==> src/rtl/drdy_pkg.sv <==
package drdy_pkg;

  typedef enum logic [1:0] {
    ST_IDLE   = 2'd0,
    ST_GUARD  = 2'd1,
    ST_LOADED = 2'd2
  } port_state_e;

  // status byte: ready(0), zero, error, id[1:0], pattern[2:0]
  function automatic logic [7:0] status_byte(input logic err,
                                             input logic [1:0] id,
                                             input logic [2:0] pat);
    return {1'b0, 1'b0, err, id, pat};
  endfunction

endpackage

==> src/rtl/drdy_sync.sv <==
module drdy_sync #(
  parameter int   STAGES  = 2,
  parameter logic RST_VAL = 1'b1
) (
  input  logic clk,
  input  logic rst,
  input  logic d,
  output logic q
);

  logic [STAGES-1:0] pipe;

  always_ff @(posedge clk) begin
    if (rst) pipe <= {STAGES{RST_VAL}};
    else     pipe <= {pipe[STAGES-2:0], d};
  end

  assign q = pipe[STAGES-1];

endmodule

==> src/rtl/drdy_pd_filter.sv <==
module drdy_pd_filter #(
  parameter int MIN_CYC = 8
) (
  input  logic clk,
  input  logic rst,
  input  logic pin_s,
  output logic pd_active
);

  localparam int CNT_W = $clog2(MIN_CYC + 1);

  logic [CNT_W-1:0] low_cnt;

  always_ff @(posedge clk) begin
    if (rst) begin
      low_cnt   <= '0;
      pd_active <= 1'b0;
    end else if (pin_s) begin
      low_cnt   <= '0;
      pd_active <= 1'b0;
    end else if (low_cnt == CNT_W'(MIN_CYC - 1)) begin
      pd_active <= 1'b1;
    end else begin
      low_cnt <= low_cnt + 1'b1;
    end
  end

endmodule

==> src/rtl/drdy_frame_shifter.sv <==
module drdy_frame_shifter #(
  parameter int FRAME_W = 24
) (
  input  logic               clk,
  input  logic               clr,
  input  logic               load,
  input  logic               abort,
  input  logic [FRAME_W-1:0] frame,
  input  logic               sclk_fall,
  input  logic               sclk_rise,
  output logic               line,
  output logic               busy,
  output logic               done
);

  localparam int IDX_W = $clog2(FRAME_W + 1);

  logic [FRAME_W-1:0] sreg;
  logic [IDX_W-1:0]   idx;

  always_ff @(posedge clk) begin
    done <= 1'b0;
    if (clr) begin
      sreg <= '0;
      idx  <= '0;
      busy <= 1'b0;
      line <= 1'b1;
    end else if (abort) begin
      idx  <= '0;
      busy <= 1'b0;
      line <= 1'b1;
    end else if (load) begin
      sreg <= frame;
      idx  <= '0;
      busy <= 1'b1;
      line <= 1'b0;
    end else if (busy) begin
      if (sclk_fall && idx != IDX_W'(FRAME_W)) begin
        line <= sreg[FRAME_W-1];
        sreg <= {sreg[FRAME_W-2:0], 1'b0};
        idx  <= idx + 1'b1;
      end else if (sclk_rise && idx == IDX_W'(FRAME_W)) begin
        busy <= 1'b0;
        line <= 1'b1;
        done <= 1'b1;
      end
    end
  end

endmodule

==> src/rtl/drdy_serial_port.sv <==
module drdy_serial_port #(
  parameter int         RES_W          = 12,
  parameter int         PAD_W          = 4,
  parameter int         GUARD_CYC      = 4,
  parameter int         MIN_PD_CYC     = 8,
  parameter int         SETTLE_DISCARD = 2,
  parameter int         SYNC_STAGES    = 2,
  parameter logic [1:0] DEV_ID         = 2'b00,
  parameter logic [2:0] CHK_PAT        = 3'b101
) (
  input  logic             clk,
  input  logic             rst,
  input  logic             res_valid,
  input  logic [RES_W-1:0] res_code,
  input  logic             res_oor,
  input  logic             sclk_pin,
  input  logic             pdrst_n_pin,
  output logic             dout_rdy,
  output logic             dout_oe
);
  import drdy_pkg::*;

  localparam int FRAME_W = RES_W + PAD_W + 8;
  localparam int GC_W    = $clog2(GUARD_CYC + 2);
  localparam int DC_W    = $clog2(SETTLE_DISCARD + 2);
  localparam int N_PINS  = 2;

  // pin synchronizers: index 0 = serial clock, 1 = power-down pin
  logic [N_PINS-1:0] pins_raw, pins_s;
  assign pins_raw = {pdrst_n_pin, sclk_pin};

  for (genvar g = 0; g < N_PINS; g++) begin : g_sync
    drdy_sync #(.STAGES(SYNC_STAGES), .RST_VAL(1'b1)) u_sync (
      .clk(clk), .rst(rst), .d(pins_raw[g]), .q(pins_s[g])
    );
  end

  logic sclk_d, sclk_fall, sclk_rise;
  always_ff @(posedge clk) begin
    if (rst) sclk_d <= 1'b1;
    else     sclk_d <= pins_s[0];
  end
  assign sclk_fall = sclk_d & ~pins_s[0];
  assign sclk_rise = ~sclk_d & pins_s[0];

  logic pd_active;
  drdy_pd_filter #(.MIN_CYC(MIN_PD_CYC)) u_pd (
    .clk(clk), .rst(rst), .pin_s(pins_s[1]), .pd_active(pd_active)
  );

  logic clr;
  assign clr = rst | pd_active;

  port_state_e      state;
  logic [GC_W-1:0]  guard_cnt;
  logic [DC_W-1:0]  discard_cnt;
  logic [RES_W-1:0] stage_code;
  logic             stage_oor;
  logic             accept, load, abort, sh_busy, sh_done, sh_line;

  assign accept = res_valid && (discard_cnt == '0);
  assign abort  = accept;
  assign load   = (state == ST_GUARD) && (guard_cnt == GC_W'(1)) && !res_valid;

  always_ff @(posedge clk) begin
    if (clr) begin
      state       <= ST_IDLE;
      guard_cnt   <= '0;
      discard_cnt <= DC_W'(SETTLE_DISCARD);
      stage_code  <= '0;
      stage_oor   <= 1'b0;
    end else if (res_valid) begin
      if (discard_cnt != '0) begin
        discard_cnt <= discard_cnt - 1'b1;
      end else begin
        stage_code <= res_code;
        stage_oor  <= res_oor;
        guard_cnt  <= GC_W'(GUARD_CYC);
        state      <= ST_GUARD;
      end
    end else begin
      unique case (state)
        ST_GUARD: begin
          if (guard_cnt == GC_W'(1)) state <= ST_LOADED;
          else                       guard_cnt <= guard_cnt - 1'b1;
        end
        ST_LOADED: if (sh_done) state <= ST_IDLE;
        default: ;
      endcase
    end
  end

  logic [FRAME_W-1:0] frame;
  assign frame = {stage_code, {PAD_W{1'b0}}, status_byte(stage_oor, DEV_ID, CHK_PAT)};

  drdy_frame_shifter #(.FRAME_W(FRAME_W)) u_shift (
    .clk(clk), .clr(clr), .load(load), .abort(abort), .frame(frame),
    .sclk_fall(sclk_fall), .sclk_rise(sclk_rise),
    .line(sh_line), .busy(sh_busy), .done(sh_done)
  );

  always_ff @(posedge clk) begin
    if (rst) dout_oe <= 1'b0;
    else     dout_oe <= ~pd_active;
  end

  assign dout_rdy = sh_line;

endmodule

==> config.mk <==
export PLATFORM = sky130hd
export DESIGN_NAME = drdy_serial_port
export DESIGN_NICKNAME = d
export VERILOG_FILES = /design/src/rtl/drdy_pkg.sv /design/src/rtl/drdy_sync.sv /design/src/rtl/drdy_pd_filter.sv /design/src/rtl/drdy_frame_shifter.sv /design/src/rtl/drdy_serial_port.sv
export SDC_FILE = /design/constraint.sdc
export NUM_CORES = 1
export LEC_CHECK = 0
export ABC_AREA = 1
export CAP_MARGIN = 10
export CORE_UTILIZATION = 41
export DETAILED_ROUTE_END_ITERATION = 6
export DONT_BUFFER_PORTS = 1
export GPL_ROUTABILITY_DRIVEN = 0
export SLEW_MARGIN = 20
export SYNTH_ARGS = -nofsm -noshare
export SYNTH_HDL_FRONTEND = slang
export SYNTH_HIERARCHICAL = 1
export SYNTH_SLANG_ARGS = --single-unit
==> constraint.sdc <==
create_clock -name clk -period 2 [get_ports clk]
set_clock_uncertainty 0.1 [all_clocks]
set_input_delay 0.2 -clock clk [delete_from_list [all_inputs] [get_ports clk]]
set_output_delay 0.2 -clock clk [all_outputs]
set_load 0.1 [all_outputs]
# Yosys cells after proc, flatten, opt, wreduce, memory -nomap -nowiden
# Cells that the tools add are included.
# Widths: inputs -> output; s select.
[totals] regBits=63 latchBits=0 ramBits=0 romBits=0 word_cells=84 n_memories=0
[op_classes] add_sub_neg=4 n_mul=0 div=0 order_cmp=0 n_eq_ne=10 n_shift=0 mux=21 bitwise=9 reduce_logical=24
[op_table] operator="$mux 24" n=3
[op_table] operator="$mux 3" n=4
[op_table] operator="$mux 1" n=9
[op_table] operator="$mux 2" n=4
[op_table] operator="$reduce_and 2->1" n=4
[op_table] operator="$reduce_bool 2->1" n=4
[op_table] operator="$ne 3x2->1 const B" n=2
[op_table] operator="$not 1->1" n=6
[op_table] operator="$reduce_and 3->1" n=2
[op_table] operator="$reduce_bool 3->1" n=2
[op_table] operator="$add 5x1->5 const B" n=1
[op_table] operator="$eq 5x5->1 const B" n=1
[op_table] operator="$logic_and 1x1->1" n=5
[op_table] operator="$ne 5x5->1 const B" n=1
[op_table] operator="$reduce_or 5->1" n=1
[op_table] operator="$add 4x1->4 const B" n=1
[op_table] operator="$eq 4x3->1 const B" n=1
[op_table] operator="$ne 2x2->1 const B" n=2
[op_table] operator="$pmux 2 s2" n=1
[op_table] operator="$reduce_and 4->1" n=1
[op_table] operator="$reduce_or 2->1" n=2
[op_table] operator="$eq 3x1->1 const B" n=1
[op_table] operator="$reduce_or 3->1" n=1
[op_table] operator="$sub 3x1->3 const B" n=1
[op_table] operator="7 further kinds" n=8

# Longest topological paths before layout
# Gate-level depths: netlist (run 1).
[logic_depth] ltp_word=7 ltp_mapped=14 ltp_nobuf=11

# Cells and area by module
# Netlist (run 1), hierarchy kept.
[modules_own_cells] module="drdy_frame_shifter" n_inst=1 cells_per_inst=247 area_per_inst_um2=1773.0 seq_area_each_um2=640.6
[modules_own_cells] module="drdy_serial_port" n_inst=1 cells_per_inst=118 area_per_inst_um2=890.9 seq_area_each_um2=440.4
[modules_own_cells] module="drdy_pd_filter" n_inst=1 cells_per_inst=28 area_per_inst_um2=224.0 seq_area_each_um2=100.1
[modules_own_cells] module="drdy_sync" n_inst=2 cells_per_inst=7 area_per_inst_um2=58.8 seq_area_each_um2=40.0

# Worst setup path before layout (run 1)
# OpenSTA, ideal clock, no wires.
[synth_path] path_kind="register to register" from="reg guard_cnt[1]" to="reg u_shift.sreg[11]" arrival_ns=1.538 required_ns=1.785 setup_slack_ns=0.247 stages_incl_launch_ff=14 path_buffers=3 period_less_slack_ns=1.753 path_cell_list="dfxtp_1 inv_1 ha_1 nand2_1 inv_1 nand3_1 inv_1 buf_4 nor2_1 nor2_1 buf_4 buf_4 a21oi_1 nor2_1"
[synth_between] elab_chain_len=5
[synth_rtl] element="start, declared" line="drdy_serial_port.sv:55" text="logic [GC_W-1:0] guard_cnt;"
[synth_rtl] element="start signal, assigned" line="drdy_serial_port.sv:78" text="guard_cnt <= GC_W'(GUARD_CYC);"
[synth_rtl] element="start signal, assigned" line="drdy_serial_port.sv:85" text="else guard_cnt <= guard_cnt - 1'b1;"
[synth_rtl] element="$eq 3x1->1 (*)" line="drdy_serial_port.sv:63" text="assign load = (state == ST_GUARD) && (guard_cnt == GC_W'(1)) && !res_valid;"
[synth_rtl] element="$logic_and 1x1->1 (*) (2 in series)" line="drdy_serial_port.sv:63"
[synth_rtl] element="named net load" line="drdy_serial_port.sv:59" text="logic accept, load, abort, sh_busy, sh_done, sh_line;"
[synth_rtl] element="$reduce_bool 2->1 (no line)"
[synth_rtl] element="$reduce_and 3->1 (no line)"
[synth_rtl] element="end signal, assigned" line="drdy_frame_shifter.sv:33" text="sreg <= frame;"
[synth_rtl] element="end signal, assigned" line="drdy_frame_shifter.sv:40" text="sreg <= {sreg[FRAME_W-2:0], 1'b0};"
[synth_rtl] element="end, declared" line="drdy_frame_shifter.sv:18" text="logic [FRAME_W-1:0] sreg;"
# The timed path passes the listed nets; every way through them passes the cells marked *.
# A chain may end at the register's enable or synchronous reset.

# Final worst setup path (run 1)
[layout_path] from="reg guard_cnt[1]" to="reg u_shift.sreg[13]"
# Same word-level chain as after synthesis.

==> impl_metrics.csv, run 1 <==
group,metric,value,unit
final_layout,final_layout_size_suffix_gt1_share,11.8,%
power_and_ir_drop,p_total,2.70,mW
synthesis,syn_area,3010,sq um
grt,track_usage,16.9,%
clock_tree,cts.sinks,63,
timing,slew_violations,0,
power_and_ir_drop,vdd_drop_max,0.000472,V
final_layout,final_cell_mix,"89 x nand2_1, 63 x nor2_1, 63 x dfxtp_1, 34 x a21oi_1, 31 x inv_1",
final_layout,final_nets,461,
timing,tns,0,ns
routing,wl_per_cell,11.2,um
synthesis,synthCells,407,
worst_setup_path,cp-end-kind,"flip-flop",
die,design.core.area,6940,sq um
synthesis,synth_warnings,6,
flow_run,drv_cap,0,
final_layout,final_common_cell,"nand2_1",
timing,post-route-period-util,89.0,%
timing,hold_slack,0.0957,ns
die,die-area,7680,sq um
die,die_y,87.6,um
worst_hold_path,min_path_type,"in2reg",
timing,setup_ws,0.221,ns
routing,met2WireLength,2.69,mm
worst_setup_path,critPathMaxFanout,28,
synthesis,synth.area.mux_share,0,%
placement,dpl.hpwl,3.61,mm
timing,rsz0062_at_grt,"no",
worst_setup_path,cp.arrival,1.92,ns
synthesis,synthAdderAreaFrac,2.50,%
timing,setup_viol,0,
power_and_ir_drop,p_leak,1.49,nW
final_layout,diodes,0,
grt,grt_pass1_vias,2263,
timing,hold_violations,0,
synthesis,synthSimpleGateAreaFrac,30.6,%
routing,initialDrtViolationCount,114,
grt,antenna_found_initial,0,
die,die_x,87.6,um
routing,drc,0,
synthesis,ys_ff_latch,63,
routing,wl_met1,3.09,mm
clock_tree,clock_latency,0.34,ns
grt,overflow,0,
clock_tree,htreeDepth,3,
synthesis,synthXorXnorAreaFrac,0.874,%
synthesis,yosysSeqAreaShare,42.0,%
clock_tree,cts_tree,"yes",
final_layout,areaGrowthSynthToFinish,18.2,%
clock_tree,cts_buffer_depth,2,
timing,clock.fmax,0.562,GHz
grt,grt_pass1_wl,10.1,mm
routing,first_pass_iters,4,
routing,postRouteAntennaNets,0,
synthesis,async_flop_share,0,%
synthesis,syn_area_per_cell,7.38,sq um
routing,maxUsedRoutingLayer,"met4",
power_and_ir_drop,p_per_area,761,nW/um^2
placement,pre_cts_ws,0.168,ns
clock_tree,numCtsBuffers,9,
clock_tree,clockRootBuffer,"clkbuf_8",
clock_tree,path_clk_slew,0.07,ns
synthesis,synth_edf_count,0,
synthesis,synth_cell_types,30,
placement,numPortBuffers,0,
routing,vias,2505,
clock_tree,post_cts_buffers,0,
worst_setup_path,required,2.14,ns
routing,route.met3.wl,136,um
die,initial_utilization,43.3,%
routing,wl,6.00,mm
die,io-pin-count,20,
die,num_rows,30,
synthesis,synth_top_family_by_area,"simple AND/OR/NAND/NOR gates",
worst_setup_path,path_class,"reg2reg",
synthesis,synth_flop_cell,"dfxtp_1",
grt,grt_max_degree,48,
outcome,status,"completed",
timing,finalCriticalPeriod,1.78,ns
final_layout,final_util,51.2,%
routing,routed_via_density,4.66,
worst_setup_path,cp-start-kind,"flip-flop",
synthesis,synth_compound_area_share,14.7,%
## worst max-delay path, stage by stage (launching register included)
cell and delay, ns:
dfxtp_1 0.31, inv_1 0.06, ha_1 0.18, nand2_1 0.09, inv_1 0.05, nand3_1 0.09, inv_2 0.08, inv_6 0.17
nand2_2 0.13, clkbuf_16 0.21, a21oi_1 0.15, nor2_1 0.06
## timing repair
action	in CTS	in global routing
setup endpoints to repair	0	5
hold buffers	18	0
gates resized for setup	0	2
endpoints found under the hold margin	24	0
## per-layer routing
layer / vias up / global-route usage (%)
met3: 8 / 4.81
met5: - / 0
li1: 1354 / -
met2: 27 / 26.8
met1: 1116 / 21.6
met4: 0 / 7.60
## area by class of cell
class                      count  area [sq um]
clock buffer                   9           124
clock inverter                 7          87.6
fill                         678          3390
inverter                      34           133
multi-input combinational    299          1510
sequential                    63          1260
tap                           96           120
timing repair buffer          30           313
## path summary, 6_finish.rpt
path / from / end / slack (ns) / depth (start not counted)
max: guard_cnt[1]$_SDFFE_PP0P_ / u_shift/sreg[13]$_SDFFE_PP0P_ / 0.22 / 11
min: res_valid / state[1]$_SDFFE_PP0P_ / 0.1 / 3
max reg2reg: guard_cnt[1]$_SDFFE_PP0P_ / u_shift/sreg[13]$_SDFFE_PP0P_ / 0.22 / 11
min reg2reg: g_sync[0].u_sync/pipe[0]$_SDFF_PP1_ / g_sync[0].u_sync/pipe[1]$_SDFF_PP1_ / 0.31 / 2
## per-stage QoR
step           instances  instance area, sq um
2_1_floorplan        416                  3040
3_3_place_gp         503                  3130
3_5_place_dp         503                  3130
4_1_cts              537                  3520
5_1_grt              538                  3550
6_report             538                  3550
## cells by family after synthesis
logic type / after synthesis
adders and majority gates: 6
buffers and inverters: 54
xor gates and xnor gates: 3
other: 2
and+or+nand+nor: 204
AOI/OAI and AO/OA: 75
DFF: 63
## cell usage after synthesis, types with 3 or more instances
library cell / n / area, sq um
nor2_1: 64 / 240
nand2_1: 89 / 334
nand3_1: 28 / 140
buf_6: 5 / 56.3
o21ai_0: 15 / 75.1
buf_4: 5 / 37.5
buf_2: 8 / 40.0
inv_1: 32 / 120
a21oi_1: 34 / 170
nand2_2: 3 / 18.8
nand3_2: 11 / 110
dfxtp_1: 63 / 1260
ha_1: 6 / 75.1
a21boi_0: 22 / 165
## power by group
part           switching [mW]  internal, mW  total [mW]
combinational           0.121        0.0854       0.206
clock                   0.500         0.692        1.19
sequential             0.0175          1.29        1.31
## registers in the layout, summed over array words and instances (netlist names), 2 cells and up
register,count
state,2
guard_cnt,3
u_shift/idx,5
g_sync.u_sync/pipe,4
stage_code,12
u_shift/sreg,24
u_pd/low_cnt,4
discard_cnt,2
Note: power is estimated with default switching activity, not from simulation.
==> run 2: changes to the inputs <==
==> constraint.sdc (replaced) <==
create_clock -name clk -period 2 [get_ports clk]
set_clock_uncertainty 0.1 [all_clocks]
set_input_delay 0.4 -clock clk [delete_from_list [all_inputs] [get_ports clk]]
set_output_delay 0.4 -clock clk [all_outputs]
set_load 0.1 [all_outputs]
==> run 2 against run 1 <==
Against the previous run:
- critical path depth grew 1
- register-to-register slack is essentially flat
- wire length shrank 6.0%
- first-iteration DRC count grew 0.88%
- highest routed layer unchanged
- hold slack lost 0.055 ns
- sequential cell count is the same
- global-route usage shrank 0.62 points
- core utilization shrank 2.1 points
- clock power is essentially flat
- die area is the same
==> impl_metrics.csv, run 2 (synthesis results as in run 1) <==
group,metric,value,unit
outcome,status,"completed",
timing,hold_slack,0.0410,ns
die,initial_utilization,43.3,%
die,num_rows,30,
grt,track_usage,16.3,%
routing,initialDrtViolationCount,115,
power_and_ir_drop,p_leak,1.44,nW
power_and_ir_drop,vdd_drop_max,0.000508,V
routing,wl_per_cell,10.8,um
grt,grt_pass1_vias,2186,
placement,numPortBuffers,0,
clock_tree,cts.sinks,63,
die,design.core.area,6940,sq um
final_layout,largest_register_ffs,24,
clock_tree,numCtsBuffers,9,
final_layout,final_common_cell,"nand2_1",
die,die_y,87.6,um
flow_run,drv_cap,0,
worst_setup_path,cp-end-kind,"flip-flop",
routing,routed_via_density,4.70,
grt,grt_pass1_wl,9.65,mm
routing,drc,0,
final_layout,top_register,"u_shift/sreg",
grt,antenna_found_initial,0,
timing,clock.fmax,0.563,GHz
power_and_ir_drop,p_per_area,782,nW/um^2
grt,overflow,0,
final_layout,final_nets,447,
routing,vias,2465,
routing,postRouteAntennaNets,0,
final_layout,top_regs,"u_shift/sreg x24, stage_code x12, u_shift/idx x5",
timing,slew_violations,0,
clock_tree,cts_tree,"yes",
final_layout,areaGrowthSynthToFinish,13.3,%
clock_tree,clock_latency,0.34,ns
timing,setup_viol,0,
placement,dpl.hpwl,3.66,mm
clock_tree,path_clk_slew,0.07,ns
clock_tree,htreeDepth,3,
worst_setup_path,required,2.14,ns
worst_setup_path,path_class,"reg2reg",
timing,post-route-period-util,88.8,%
clock_tree,clockRootBuffer,"clkbuf_8",
timing,hold_violations,0,
final_layout,final_layout_size_suffix_gt1_share,13.1,%
die,io-pin-count,20,
final_layout,final_cell_mix,"89 x nand2_1, 63 x nor2_1, 63 x dfxtp_1, 34 x a21oi_1, 31 x inv_1",
final_layout,diodes,0,
grt,grt_max_degree,48,
routing,wl,5.64,mm
die,die_x,87.6,um
clock_tree,cts_buffer_depth,2,
worst_hold_path,min_path_type,"in2reg",
worst_setup_path,critPathMaxFanout,8,
timing,rsz0062_at_grt,"no",
routing,first_pass_iters,4,
die,die-area,7680,sq um
timing,finalCriticalPeriod,1.78,ns
worst_setup_path,cp.arrival,1.91,ns
worst_setup_path,cp-start-kind,"flip-flop",
timing,tns,0,ns
run 2: changes by cell type in the layout (fill, tap and decap cells not counted), sizes merged:
cell	before	now
buf	11	15
dlygate4sd3	18	0
run 2: layout make-up:
cell class,count,area (sq um)
Multi-Input combinational cell,299,1510
Clock inverter,7,87.6
Timing Repair Buffer,16,166
Fill cell,702,3540
Clock buffer,9,124
Tap cell,96,120
Sequential cell,63,1260
Inverter,34,133
run 2: per-layer routing:
layer | routed length (um) | GRT usage, % | vias up
li1 | - | - | 1327
met1 | 2860 | 21.1 | 1098
met2 | 2480 | 24.6 | 29
met3 | 188 | 4.62 | 11
met4 | 113 | 8.94 | 0
met5 | 0 | 0 | -
run 2: worst paths after layout:
kind,start,to,slack (ns),depth (start not counted)
max,guard_cnt[1]$_SDFFE_PP0P_,u_shift/sreg[9]$_SDFFE_PP0P_,0.22,12
min,pdrst_n_pin,g_sync[1].u_sync/pipe[0]$_SDFF_PP1_,0.04,2
max reg2reg,guard_cnt[1]$_SDFFE_PP0P_,u_shift/sreg[9]$_SDFFE_PP0P_,0.22,12
min reg2reg,g_sync[1].u_sync/pipe[0]$_SDFF_PP1_,g_sync[1].u_sync/pipe[1]$_SDFF_PP1_,0.31,2
run 2: power by group:
group          internal, mW  switching [mW]
clock network         0.692           0.492
registers              1.29          0.0170
logic                0.0627           0.112
total                  2.04           0.621
run 2: worst max-delay path: stages, from the launching register on:
cell     delay (ns)
dfxtp_1        0.30
inv_1          0.08
ha_1           0.14
nand2_1        0.08
inv_1          0.06
nand3_1        0.09
inv_2          0.13
nor2_1         0.09
nor2_4         0.22
buf_4          0.22
nand3_2        0.07
nand2_1        0.06
nor2_1         0.04
run 2: what timing repair did:
| item | CTS | global route |
|---|---|---|
| hold buffers | 0 | 0 |
| buffers inserted | 0 | 2 |
| endpoints found under the setup margin | 0 | 8 |
| resized for setup | 0 | 3 |
run 2: stage by stage:
| stage | utilization (%) | setup WS [ns] | total power [mW] | instance area (sq um) | instances |
|---|---|---|---|---|---|
| floorplan | - | 0.247 | 1.47 | 3040 | 416 |
| global placement | 45.3 | 0.192 | 1.50 | 3150 | 505 |
| detailed placement | 45.3 | 0.155 | 1.51 | 3150 | 505 |
| CTS | 48.4 | 0.141 | 2.70 | 3360 | 521 |
| global route | 49.0 | 0.0349 | 2.79 | 3410 | 524 |
| finish | 49.0 | 0.224 | 2.66 | 3410 | 524 |
==> run 3: changes to the inputs <==
RECOVER_POWER = 100   (was not set)
==> run 3 against run 2 <==
Against the previous run:
- sequential share of layout area increased by 0.76 points
- hold slack worse by 0.00066 ns
- non-clock buffer count did not move
- global-route usage unchanged
- via count up 0.61%
- register-to-register slack worse by 0.04 ns
- wire length increased by 0.57%
- worst setup slack worse by 0.042 ns
==> impl_metrics.csv, run 3 (synthesis results as in run 1) <==
group,metric,value,unit
worst_setup_path,cp-end-kind,"flip-flop",
timing,hold_violations,0,
die,io-pin-count,20,
worst_setup_path,reg2reg_from,"guard_cnt[1]$_SDFFE_PP0P_",
final_layout,final_nets,447,
worst_setup_path,path_cells,"inv_1 -> ha_1 -> nand2_1 -> inv_1 -> nand3_1 -> inv_2 -> nor2_1 -> nor2_4 -> clkbuf_2 -> nand3_2 -> nand2_1 -> nor2_1",
timing,tightest_slew,0.595,ns
final_layout,final_util,48.1,%
die,design.core.area,6940,sq um
worst_setup_path,critPathTopFamily,"simple AND/OR/NAND/NOR gates",
clock_tree,clock_latency,0.35,ns
worst_setup_path,crit_slowest_cell,"dfxtp_1",
grt,grt_pass1_vias,2186,
routing,routed_via_density,4.73,
grt,track_usage,16.3,%
routing,initialDrtViolationCount,93,
timing,setup_viol,0,
placement,dpl.hpwl,3.66,mm
worst_setup_path,endpoint,"u_shift/sreg[9]$_SDFFE_PP0P_",
final_layout,fillers,723,
worst_setup_path,cp.arrival,1.95,ns
die,die-area,7680,sq um
clock_tree,ctsHoldBuffers,0,
power_and_ir_drop,p_switching,0.618,mW
routing,drc,0,
final_layout,top_regs,"u_shift/sreg x24, stage_code x12, u_shift/idx x5",
final_layout,final_common_cell,"nand2_1",
power_and_ir_drop,internal-power,2.03,mW
final_layout,areaGrowthSynthToFinish,11.0,%
final_layout,diodes,0,
power_and_ir_drop,switching_share,23.3,%
routing,first_pass_iters,4,
worst_setup_path,crit_path_start,"guard_cnt[1]$_SDFFE_PP0P_",
grt,grt_pass1_wl,9.65,mm
timing,slew_headroom,60.3,%
clock_tree,cts_tree,"yes",
routing,postRouteAntennaNets,0,
worst_setup_path,reg2reg_depth,12,
flow_run,drv_cap,0,
routing,wl_per_cell,10.8,um
power_and_ir_drop,p_leak,1.41,nW
worst_setup_path,r2r_end,"u_shift/sreg[9]$_SDFFE_PP0P_",
die,initial_utilization,43.3,%
final_layout,top_register,"u_shift/sreg",
timing,finalCriticalPeriod,1.82,ns
worst_setup_path,worstPathBufferInverterCount,4,
clock_tree,htreeDepth,3,
worst_setup_path,critPathMaxFanout,8,
final_layout,final_cell_mix,"90 x nand2_1, 63 x nor2_1, 63 x dfxtp_1, 34 x a21oi_1, 31 x inv_1",
power_and_ir_drop,pwr-share-clk,44.6,%
grt,antenna_found_initial,0,
timing,rsz0062_at_grt,"no",
outcome,status,"completed",
placement,numPortBuffers,0,
worst_setup_path,crit_cells,12,
final_layout,largest_register_ffs,24,
power_and_ir_drop,p_per_area,795,nW/um^2
timing,tns,0,ns
power_and_ir_drop,vdd_drop_max,0.000507,V
die,num_rows,30,
worst_setup_path,r2r_setup_slack,0.18,ns
clock_tree,path_clk_slew,0.07,ns
worst_setup_path,required,2.14,ns
die,die_x,87.6,um
clock_tree,numCtsBuffers,9,
power_and_ir_drop,power_frac_comb,6.1,%
timing,post-route-period-util,90.9,%
final_layout,final_layout_size_suffix_gt1_share,11.4,%
grt,grt_max_degree,48,
worst_setup_path,slowest_delay,0.30,ns
grt,overflow,0,
clock_tree,clockRootBuffer,"clkbuf_8",
routing,wl,5.67,mm
power_and_ir_drop,seqPwrFrac,49.3,%
timing,slew_violations,0,
die,die_y,87.6,um
worst_setup_path,cp-start-kind,"flip-flop",
timing,clock.fmax,0.550,GHz
worst_hold_path,min_path_type,"in2reg",
worst_setup_path,path_class,"reg2reg",
routing,vias,2480,
clock_tree,cts.sinks,63,
clock_tree,cts_buffer_depth,2,
run 3: changes by cell type in the layout (fill, tap and decap cells not counted), moves of 2 or more:
cell / change
buf_4: -7
clkbuf_2: +4
clkbuf_1: +3
buf_6: +2
nand3_1: +2
run 3: power groups by stage:
stage	logic, mW	registers, mW	clock network [mW]
after floorplan	0.131	1.34	0
after global placement	0.168	1.33	0
after detailed placement	0.171	1.34	0
after CTS	0.171	1.31	1.23
after global routing	0.189	1.31	1.28
final	0.163	1.31	1.18
run 3: routing by layer:
metal	GRT usage, %	wire length [um]
met2	24.6	2500
met3	4.62	199
met1	21.1	2860
met4	8.94	113
met5	0	0
run 3: layout make-up:
| class | instances | area, sq um | area share, % |
|---|---|---|---|
| Clock buffer | 9 | 124 | 3.71 |
| Clock inverter | 7 | 87.6 | 2.62 |
| Inverter | 34 | 130 | 3.90 |
| Multi-Input combinational cell | 299 | 1490 | 44.7 |
| Sequential cell | 63 | 1260 | 37.8 |
| Tap cell | 96 | 120 | 3.60 |
| Timing Repair Buffer | 16 | 123 | 3.67 |
run 3: how the worst min path moves through the flow:
| stage | startpoint | cells after the start | end | slack, ns |
|---|---|---|---|---|
| global placement | g_sync[1].u_sync/pipe[0]$_SDFF_PP1_ | 2 | g_sync[1].u_sync/pipe[1]$_SDFF_PP1_ | 0.30 |
| finish | pdrst_n_pin | 2 | g_sync[1].u_sync/pipe[0]$_SDFF_PP1_ | 0.04 |
| CTS | pdrst_n_pin | 2 | g_sync[1].u_sync/pipe[0]$_SDFF_PP1_ | 0.02 |
| floorplan | g_sync[0].u_sync/pipe[0]$_SDFF_PP1_ | 2 | g_sync[0].u_sync/pipe[1]$_SDFF_PP1_ | 0.29 |
| detailed placement | g_sync[0].u_sync/pipe[0]$_SDFF_PP1_ | 2 | g_sync[0].u_sync/pipe[1]$_SDFF_PP1_ | 0.30 |
| global route | pdrst_n_pin | 2 | g_sync[1].u_sync/pipe[0]$_SDFF_PP1_ | 0.03 |
run 3: timing repair:
action,4_1_cts,5_1_grt
resized for setup,0,3
setup buffers,0,2
hold endpoints to repair,0,0
setup endpoints to repair,0,8
run 3: worst reg2reg max path, stage by stage, from the launching register on:
cell	delay, ns
dfxtp_1	0.30
inv_1	0.08
ha_1	0.15
nand2_1	0.08
inv_1	0.06
nand3_1	0.09
inv_2	0.12
nor2_1	0.08
nor2_4	0.22
clkbuf_2	0.26
nand3_2	0.09
nand2_1	0.06
nor2_1	0.04
run 3: per-stage QoR:
step | hold slack (ns) | area [sq um] | cells | total power [mW] | setup slack [ns]
3_3_place_gp | 0.297 | 3150 | 505 | 1.50 | 0.192
4_1_cts | 0.0232 | 3360 | 521 | 2.70 | 0.141
6_report | 0.0404 | 3340 | 524 | 2.65 | 0.182
2_1_floorplan | 0.287 | 3040 | 416 | 1.47 | 0.247
3_5_place_dp | 0.300 | 3150 | 505 | 1.51 | 0.155
5_1_grt | 0.0260 | 3340 | 524 | 2.78 | 0.0185
